`config.mk`:
```
export PLATFORM = sky130hd
export DESIGN_NAME = rx_page_ring
export DESIGN_NICKNAME = d
export VERILOG_FILES = /design/src/rtl/rxr_pkg.sv /design/src/rtl/rxr_ring_ptrs.sv /design/src/rtl/rxr_frame_wr.sv /design/src/rtl/rx_page_ring.sv
export SDC_FILE = /design/constraint.sdc
export NUM_CORES = 1
export LEC_CHECK = 0
export BUFFER_PORTS_ARGS = -buffer_cell sky130_fd_sc_hd__clkbuf_2
export CORE_ASPECT_RATIO = 1.75
export CORE_UTILIZATION = 40
export CTS_BUF_LIST = sky130_fd_sc_hd__clkbuf_2
export CTS_CLUSTER_SIZE = 10
export DETAILED_ROUTE_END_ITERATION = 16
export GPL_ROUTABILITY_DRIVEN = 1
export PLACE_DENSITY = 0.66
export SLEW_MARGIN = 15
export SYNTH_ARGS = -nofsm -noshare
export SYNTH_HDL_FRONTEND = slang
export SYNTH_SLANG_ARGS = --single-unit
```
`constraint.sdc`:
```
create_clock -name clk -period 5.8 [get_ports clk]
set_clock_uncertainty 0.2 [all_clocks]
set_input_delay 1.45 -clock clk [delete_from_list [all_inputs] [get_ports clk]]
set_output_delay 1.45 -clock clk [all_outputs]
set_load 0.1 [all_outputs]
```
`src/rtl/rxr_pkg.sv`:
```
// Shared types and header field positions for the paged receive ring.
package rxr_pkg;
    // Frame length field width in the two-byte page header.
    localparam int LEN_W = 11;

    // Writer states: taking bytes, discarding bytes, header low, header high.
    typedef enum logic [1:0] {
        ST_DATA   = 2'd0,
        ST_FLUSH  = 2'd1,
        ST_HDR_LO = 2'd2,
        ST_HDR_HI = 2'd3
    } rxr_state_e;
endpackage

```
`src/rtl/rxr_ring_ptrs.sv`:
```
// Read/write page pointers and committed page count for the ring.
// Assumes START_PAGE <= END_PAGE and that a commit never exceeds the
// free page count (the frame writer guarantees this).
module rxr_ring_ptrs #(
    parameter int PG_W       = 8,
    parameter int START_PAGE = 64,
    parameter int END_PAGE   = 95
) (
    input  logic            clk,
    input  logic            rst_n,
    input  logic            commit_i,
    input  logic [PG_W:0]   commit_pages_i,
    input  logic            adv_valid_i,
    input  logic [PG_W-1:0] adv_pages_i,
    output logic [PG_W-1:0] rd_pg_o,
    output logic [PG_W-1:0] wr_pg_o,
    output logic [PG_W:0]   free_o,
    output logic            full_o,
    output logic            empty_o,
    output logic            adv_err_o
);
    localparam int CW = PG_W + 1;
    localparam int NPAGES = END_PAGE - START_PAGE + 1;
    localparam logic [PG_W-1:0] START_P = PG_W'(START_PAGE);
    localparam logic [CW-1:0]   END_W   = CW'(END_PAGE);
    localparam logic [CW-1:0]   NPG_W   = CW'(NPAGES);

    logic [CW-1:0] used_q;
    logic [CW-1:0] adv_req;
    logic [CW-1:0] adv_eff;
    logic          adv_over;

    // Add a page count to a page index, wrapping inside the region.
    function automatic logic [PG_W-1:0] wrap_add(input logic [PG_W-1:0] p,
                                                 input logic [CW-1:0] c);
        logic [CW:0] s;
        s = {2'b00, p} + {1'b0, c};
        if (s > {1'b0, END_W}) s = s - {1'b0, NPG_W};
        return s[PG_W-1:0];
    endfunction

    // Clamp a read advance to the pages that are committed.
    always_comb begin
        adv_req  = {1'b0, adv_pages_i};
        adv_over = adv_req > used_q;
        adv_eff  = adv_over ? used_q : adv_req;
    end

    // Pointer, occupancy and advance-error registers.
    always_ff @(posedge clk) begin
        if (!rst_n) begin
            rd_pg_o   <= START_P;
            wr_pg_o   <= START_P;
            used_q    <= '0;
            adv_err_o <= 1'b0;
        end else begin
            if (commit_i) wr_pg_o <= wrap_add(wr_pg_o, commit_pages_i);
            if (adv_valid_i) rd_pg_o <= wrap_add(rd_pg_o, adv_eff);
            used_q <= used_q + (commit_i ? commit_pages_i : '0)
                             - (adv_valid_i ? adv_eff : '0);
            adv_err_o <= adv_valid_i && adv_over;
        end
    end

    assign free_o  = NPG_W - used_q;
    assign full_o  = (used_q == NPG_W);
    assign empty_o = (used_q == '0);


    full_ptr_chk: assert property (@(posedge clk) disable iff (!rst_n)
        full_o |-> (rd_pg_o == wr_pg_o));

    empty_ptr_chk: assert property (@(posedge clk) disable iff (!rst_n)
        empty_o |-> (rd_pg_o == wr_pg_o));

    used_bound_chk: assert property (@(posedge clk) disable iff (!rst_n)
        used_q <= NPG_W);
endmodule

```
`src/rtl/rxr_frame_wr.sv`:
```
// Writes received bytes into ring pages, then the two-byte header, then
// commits the frame's pages. Discards frames that are errored, too long
// or out of pages. Assumes the FIFO holds a valid byte until accepted.
module rxr_frame_wr
    import rxr_pkg::*;
#(
    parameter int ADDR_W     = 16,
    parameter int PAGE_BITS  = 8,
    parameter int START_PAGE = 64,
    parameter int END_PAGE   = 95,
    parameter int MAX_LEN    = 1518,
    parameter int CNT_W      = 16
) (
    input  logic                        clk,
    input  logic                        rst_n,
    input  logic                        in_valid,
    input  logic [7:0]                  in_data,
    input  logic                        in_last,
    input  logic                        in_err,
    output logic                        in_ready,
    output logic                        mem_req,
    output logic [ADDR_W-1:0]           mem_addr,
    output logic [7:0]                  mem_wdata,
    input  logic                        mem_gnt,
    input  logic [ADDR_W-PAGE_BITS-1:0] wr_pg_i,
    input  logic [ADDR_W-PAGE_BITS:0]   free_i,
    output logic                        commit_o,
    output logic [ADDR_W-PAGE_BITS:0]   commit_pages_o,
    output logic [ADDR_W-PAGE_BITS-1:0] next_pg_o,
    output logic [CNT_W-1:0]            drop_cnt_o
);
    localparam int PG_W = ADDR_W - PAGE_BITS;
    localparam int CW   = PG_W + 1;
    localparam logic [PG_W-1:0]      START_P = PG_W'(START_PAGE);
    localparam logic [PG_W-1:0]      END_P   = PG_W'(END_PAGE);
    localparam logic [PAGE_BITS-1:0] OFF_D0  = PAGE_BITS'(2);
    localparam logic [LEN_W:0]       MAX_W   = (LEN_W+1)'(MAX_LEN);

    rxr_state_e           st_q;
    logic                 busy_q;
    logic [PG_W-1:0]      cur_pg_q, first_pg_q, tail_next_q;
    logic [PAGE_BITS-1:0] cur_off_q;
    logic [CW-1:0]        fr_pages_q;
    logic [LEN_W-1:0]     fr_len_q;

    logic [PG_W-1:0]      b_pg;
    logic [PAGE_BITS-1:0] b_off;
    logic [CW-1:0]        b_cnt;
    logic [LEN_W:0]       len_n;
    logic                 drop_beat;
    logic [7:0]           hdr_hi;

    // Next page index with wrap at the region end.
    function automatic logic [PG_W-1:0] wrap_inc(input logic [PG_W-1:0] p);
        return (p == END_P) ? START_P : p + PG_W'(1);
    endfunction

    // Position, page count and length the offered byte would take.
    always_comb begin
        b_pg      = busy_q ? cur_pg_q : wr_pg_i;
        b_off     = busy_q ? cur_off_q : OFF_D0;
        b_cnt     = busy_q ? fr_pages_q : CW'(1);
        len_n     = (busy_q ? {1'b0, fr_len_q} : '0) + (LEN_W+1)'(1);
        drop_beat = in_err || (len_n > MAX_W) || (b_cnt > free_i);
        hdr_hi    = {3'b000, 1'b0, 1'b1, fr_len_q[LEN_W-1:8]};
    end

    // SRAM port, FIFO ready and commit strobe per state.
    always_comb begin
        mem_req   = 1'b0;
        mem_addr  = {b_pg, b_off};
        mem_wdata = in_data;
        in_ready  = 1'b0;
        commit_o  = 1'b0;
        case (st_q)
            ST_DATA: begin
                if (in_valid && !drop_beat) begin
                    mem_req  = 1'b1;
                    in_ready = mem_gnt;
                end else begin
                    in_ready = 1'b1;
                end
            end
            ST_FLUSH: in_ready = 1'b1;
            ST_HDR_LO: begin
                mem_req   = 1'b1;
                mem_addr  = {first_pg_q, PAGE_BITS'(0)};
                mem_wdata = fr_len_q[7:0];
            end
            default: begin
                mem_req   = 1'b1;
                mem_addr  = {first_pg_q, PAGE_BITS'(1)};
                mem_wdata = hdr_hi;
                commit_o  = mem_gnt;
            end
        endcase
    end

    assign commit_pages_o = fr_pages_q;

    // Frame state machine, position tracking and drop counting.
    always_ff @(posedge clk) begin
        if (!rst_n) begin
            st_q        <= ST_DATA;
            busy_q      <= 1'b0;
            cur_pg_q    <= START_P;
            first_pg_q  <= START_P;
            tail_next_q <= START_P;
            next_pg_o   <= START_P;
            cur_off_q   <= OFF_D0;
            fr_pages_q  <= '0;
            fr_len_q    <= '0;
            drop_cnt_o  <= '0;
        end else begin
            case (st_q)
                ST_DATA: begin
                    if (in_valid && in_ready) begin
                        if (drop_beat) begin
                            drop_cnt_o <= drop_cnt_o + CNT_W'(1);
                            busy_q     <= 1'b0;
                            st_q       <= in_last ? ST_DATA : ST_FLUSH;
                        end else begin
                            if (!busy_q) first_pg_q <= wr_pg_i;
                            busy_q   <= 1'b1;
                            fr_len_q <= len_n[LEN_W-1:0];
                            if (in_last) begin
                                fr_pages_q  <= b_cnt;
                                tail_next_q <= wrap_inc(b_pg);
                                st_q        <= ST_HDR_LO;
                            end else if (&b_off) begin
                                cur_pg_q   <= wrap_inc(b_pg);
                                cur_off_q  <= '0;
                                fr_pages_q <= b_cnt + CW'(1);
                            end else begin
                                cur_pg_q   <= b_pg;
                                cur_off_q  <= b_off + PAGE_BITS'(1);
                                fr_pages_q <= b_cnt;
                            end
                        end
                    end
                end
                ST_FLUSH: if (in_valid && in_last) st_q <= ST_DATA;
                ST_HDR_LO: if (mem_gnt) st_q <= ST_HDR_HI;
                default: begin
                    if (mem_gnt) begin
                        st_q      <= ST_DATA;
                        busy_q    <= 1'b0;
                        next_pg_o <= tail_next_q;
                    end
                end
            endcase
        end
    end


    flush_quiet_chk: assert property (@(posedge clk) disable iff (!rst_n)
        (st_q == ST_FLUSH) |-> !mem_req);

    stall_hold_chk: assert property (@(posedge clk) disable iff (!rst_n)
        (mem_req && !mem_gnt) |=> (mem_req && $stable(mem_addr) && $stable(mem_wdata)));

    page_range_chk: assert property (@(posedge clk) disable iff (!rst_n)
        mem_req |-> (mem_addr[ADDR_W-1:PAGE_BITS] >= START_P &&
                     mem_addr[ADDR_W-1:PAGE_BITS] <= END_P));

    next_match_chk: assert property (@(posedge clk) disable iff (!rst_n)
        commit_o |=> (wr_pg_i == next_pg_o));
endmodule

```
`src/rtl/rx_page_ring.sv`:
```
// Top of the paged receive ring: joins the frame writer to the pointer
// block. START_PAGE..END_PAGE give the region's page bounds.
module rx_page_ring #(
    parameter int ADDR_W     = 16,
    parameter int PAGE_BITS  = 8,
    parameter int START_PAGE = 64,
    parameter int END_PAGE   = 95,
    parameter int MAX_LEN    = 1518,
    parameter int CNT_W      = 16
) (
    input  logic                        clk,
    input  logic                        rst_n,
    input  logic                        in_valid,
    input  logic [7:0]                  in_data,
    input  logic                        in_last,
    input  logic                        in_err,
    output logic                        in_ready,
    output logic                        mem_req,
    output logic [ADDR_W-1:0]           mem_addr,
    output logic [7:0]                  mem_wdata,
    input  logic                        mem_gnt,
    input  logic                        rd_adv_valid,
    input  logic [ADDR_W-PAGE_BITS-1:0] rd_adv_pages,
    output logic [ADDR_W-PAGE_BITS-1:0] rd_page,
    output logic [ADDR_W-PAGE_BITS-1:0] wr_page,
    output logic [ADDR_W-PAGE_BITS-1:0] next_page,
    output logic                        ring_full,
    output logic                        ring_empty,
    output logic                        adv_err,
    output logic [CNT_W-1:0]            drop_count
);
    localparam int PG_W = ADDR_W - PAGE_BITS;

    logic            commit;
    logic [PG_W:0]   commit_pages;
    logic [PG_W:0]   free_pages;

    rxr_frame_wr #(
        .ADDR_W(ADDR_W), .PAGE_BITS(PAGE_BITS), .START_PAGE(START_PAGE),
        .END_PAGE(END_PAGE), .MAX_LEN(MAX_LEN), .CNT_W(CNT_W)
    ) u_wr (
        .clk(clk), .rst_n(rst_n),
        .in_valid(in_valid), .in_data(in_data), .in_last(in_last),
        .in_err(in_err), .in_ready(in_ready),
        .mem_req(mem_req), .mem_addr(mem_addr), .mem_wdata(mem_wdata),
        .mem_gnt(mem_gnt),
        .wr_pg_i(wr_page), .free_i(free_pages),
        .commit_o(commit), .commit_pages_o(commit_pages),
        .next_pg_o(next_page), .drop_cnt_o(drop_count)
    );

    rxr_ring_ptrs #(
        .PG_W(PG_W), .START_PAGE(START_PAGE), .END_PAGE(END_PAGE)
    ) u_ptrs (
        .clk(clk), .rst_n(rst_n),
        .commit_i(commit), .commit_pages_i(commit_pages),
        .adv_valid_i(rd_adv_valid), .adv_pages_i(rd_adv_pages),
        .rd_pg_o(rd_page), .wr_pg_o(wr_page), .free_o(free_pages),
        .full_o(ring_full), .empty_o(ring_empty), .adv_err_o(adv_err)
    );
endmodule

```
==> run_results.csv <==
group,metric,value,unit
sta,maxSlewViolCount,0,
place,dpl_cell_area,8260,um^2
synth,syn-cell-area,7470,um^2
final_layout,final_cell_area,8470,um^2
floorplan,coreArea,18100,um^2
clock_tree,h-tree-depth,3,
synth,synthTopCellsByCount,"nand2_1 (122), dfxtp_1 (105), nor2_1 (71)",
floorplan,die-area,19200,um^2
clock_tree,cts_tree,"built",
sta,setup_violations,0,
detailed_routing,detail_route.first_pass.iterations,5,
global_route,grt_usage,21.0,%
synth,synth.most_common_cell,"nand2_1",
synth,synthTopCellsByArea,"dfxtp_1 (28%), ha_1 (9.5%), nand2_1 (6.1%)",
final_layout,final_core_utilization,46.7,%
synth,postSynth.asyncResetShare,0,%
clock_tree,cts_hold_buf,0,
clock_tree,path_clk_slew,0.33,ns
clock_tree,clock_sinks,105,
floorplan,start_util,41.2,%
floorplan,dieWidth,105,um
synth,syn_nets,1019,
worst_setup_path,critical_path.max_fanout,5,
global_route,grt-ovfl-total,0,
sta,fmax,0.185,GHz
worst_setup_path,required,4.15,ns
clock_tree,clockBufferDepth,2,
final_layout,area_growth,13.3,%
floorplan,top_level_ports,92,
clock_tree,clk_latency,0.66,ns
synth,yosys_warnings,0,
final_layout,seq_area,2110,um^2
pwr,powerDensity,421,nW/um^2
place,placed_cells,1236,
synth,netlist_instances,929,
detailed_routing,vias,6953,
pwr,leakage,3.68,nW
detailed_routing,drc,0,
synth,synth_edf_count,0,
detailed_routing,ant_nets,0,
synth,ys_seq_area_share,28.1,%
sta,hold_viol_final,0,
global_route,grt_max_degree,46,
clock_tree,numCtsBuffers,9,
final_layout,drive_above_1_share,18.0,%
detailed_routing,dr.first_iter.drc_count,323,
sta,fin_crit,5.41,ns
worst_setup_path,crit_arrival,3.76,ns
worst_setup_path,rrSetupSlack,0.88,ns
sta,rsz0062_at_grt,"false",
global_route,grt_pass1_wl,32.4,mm
flow_run,drv_cap,0,
synth,synth_top_area_cell,"dfxtp_1",
sta,max_slew.worst_pin.slew,1.03,ns
hold_path,worstHoldPathType,"reg2reg",
detailed_routing,wl_per_cell,15.8,um
global_route,antenna_found_initial,1,
floorplan,dieHeight,183,um
synth,synth_ff_type,"dfxtp_1",
clock_tree,cts_root_buffer,"clkbuf_2",
final_layout,fin_cells,1259,
sta,finalCritPeriodShare,93.2,%
synth,ys_seq_elements,105,
worst_setup_path,start_kind,"flop",
detailed_routing,viasPerCell,5.52,
place,io_buffers,91,
floorplan,rows,65,
global_route,grt_pass1_vias,6768,
pwr,irDropWorstVdd,0.000312,V
place,gp_routability_congestion,0.882,
final_layout,multi_input_area,4980,um^2
detailed_routing,drt-total-wl,19.9,mm
worst_setup_path,critical_path_class,"reg2out",
sta,relSlewSlack,31.1,%
synth,synth_top_area_share,28.1,%
final_layout,nets,1109,
worst_setup_path,end_kind,"output pin",
status,status,"finished, final reports clean",
synth,synth.avg_cell_area,8.04,um^2
final_layout,fillers,1852,
synth,synth_cell_type_count,79,
place,dp_hpwl,14.9,mm
final timing paths:
path	from	end	cells after the start
max	u_ptrs.used_q[1]	in_ready	16
min	u_wr.cur_pg_q[2]	u_wr.cur_pg_q[2]	2
max reg2reg	u_ptrs.used_q[1]	u_ptrs.used_q[8]	21
min reg2reg	u_wr.cur_pg_q[2]	u_wr.cur_pg_q[2]	2
through the flow:
stage | total power [W] | setup TNS (ns) | hold WS, ns | setup WS [ns]
CTS | 0.00355 | 0 | 0.272 | 0.0272
global placement | 0.00309 | -0.0905 | 0.239 | -0.0905
finish | 0.00357 | 0 | 0.271 | 0.392
floorplan | 0.00259 | 0 | 0.228 | 0.0193
detailed placement | 0.00313 | -0.276 | 0.248 | -0.197
global route | 0.00384 | 0 | 0.291 | 0.0271
cells by family (layout without fill, tap and decap cells):
kind of cell	Yosys count	after routing	synth area share, %
AND/OR/NAND/NOR	368	368	24.8
flip-flops	105	105	28.1
XOR/XNOR	34	34	3.99
multiplexers	41	41	5.68
adder cells (fa/ha/maj)	67	67	12.2
AO/OA/AOI/OAI	213	213	19.7
buffers and inverters	101	196	5.39
other	0	1	0
power by group:
part,switching [W],total (W),leakage [nW],internal [W]
combinational,0.00144,0.00227,2.74,0.000826
sequential,0.0000802,0.000881,0.853,0.000801
clock,0.000301,0.000416,0.0833,0.000115
total,0.00182,0.00357,3.68,0.00174
state kept, by name, indices dropped and copies added (netlist names), 2 cells and up:
signal,cells
u_ptrs.rd_pg_o,8
u_ptrs.used_q,9
u_ptrs.wr_pg_o,8
u_wr.commit_pages_o,9
u_wr.cur_off_q,8
u_wr.cur_pg_q,8
u_wr.drop_cnt_o,16
u_wr.first_pg_q,8
u_wr.fr_len_q,11
u_wr.next_pg_o,8
u_wr.st_q,2
u_wr.tail_next_q,8
critical path, stage by stage (launching register included):
cell and delay (ns):
dfxtp_2 0.41, inv_2 0.10, ha_2 0.22, nand3_1 0.13
nand2_1 0.13, xnor2_1 0.13, ha_1 0.28, a211o_1 0.28
o221ai_1 0.18, a21oi_1 0.08, o41ai_2 0.21, buf_4 0.19
inv_1 0.11, a21oi_4 0.19, nand3b_1 0.10, a21o_1 0.21
buf_12 0.17
cell usage in the layout, fill, tap and decap left out, types with 6 or more instances in the layout:
| cell | instances |
|---|---|
| ha_1 | 56 |
| o21ai_0 | 34 |
| buf_4 | 29 |
| or4_1 | 6 |
| a21o_1 | 12 |
| nor2_1 | 71 |
| and2_1 | 28 |
| nand2b_1 | 11 |
| mux2i_1 | 30 |
| a21oi_1 | 67 |
| o211ai_1 | 6 |
| o31ai_1 | 8 |
| nand4_1 | 9 |
| or3_1 | 13 |
| xor2_1 | 13 |
| and3_1 | 14 |
| xnor2_1 | 21 |
| inv_1 | 54 |
| a31oi_1 | 10 |
| dfxtp_1 | 102 |
| fa_1 | 10 |
| a211oi_1 | 8 |
| nand3_1 | 34 |
| clkbuf_2 | 99 |
| nor3_1 | 16 |
| nand2_1 | 122 |
| nand3b_1 | 8 |
| mux2_2 | 11 |
| nor2b_1 | 10 |
| a22o_1 | 6 |
| o21a_1 | 9 |
cell type report:
type                       instances  area share (%)
multi-input combinational        723            58.8
antenna                            1          0.0296
timing repair buffer             121            8.54
clock inverter                     6            1.02
inverter                          59            2.62
sequential                       105            24.9
tap                              234            3.46
clock buffer                      10           0.591
layer usage:
| layer | vias up | GRT usage (%) | part of all wire, % |
|---|---|---|---|
| li1 | 3467 | - | - |
| met1 | 3297 | 22.0 | 40 |
| met2 | 143 | 40.6 | 53 |
| met3 | 46 | 3.20 | 3.4 |
| met4 | 0 | 9.58 | 3.1 |
| met5 | - | 0 | 0 |
what timing repair did:
action,CTS,global route
setup endpoints to repair,1,2
buffers inserted,0,6
cloned,0,0
resized for setup,1,7
Power figures use the tool's default switching activity.
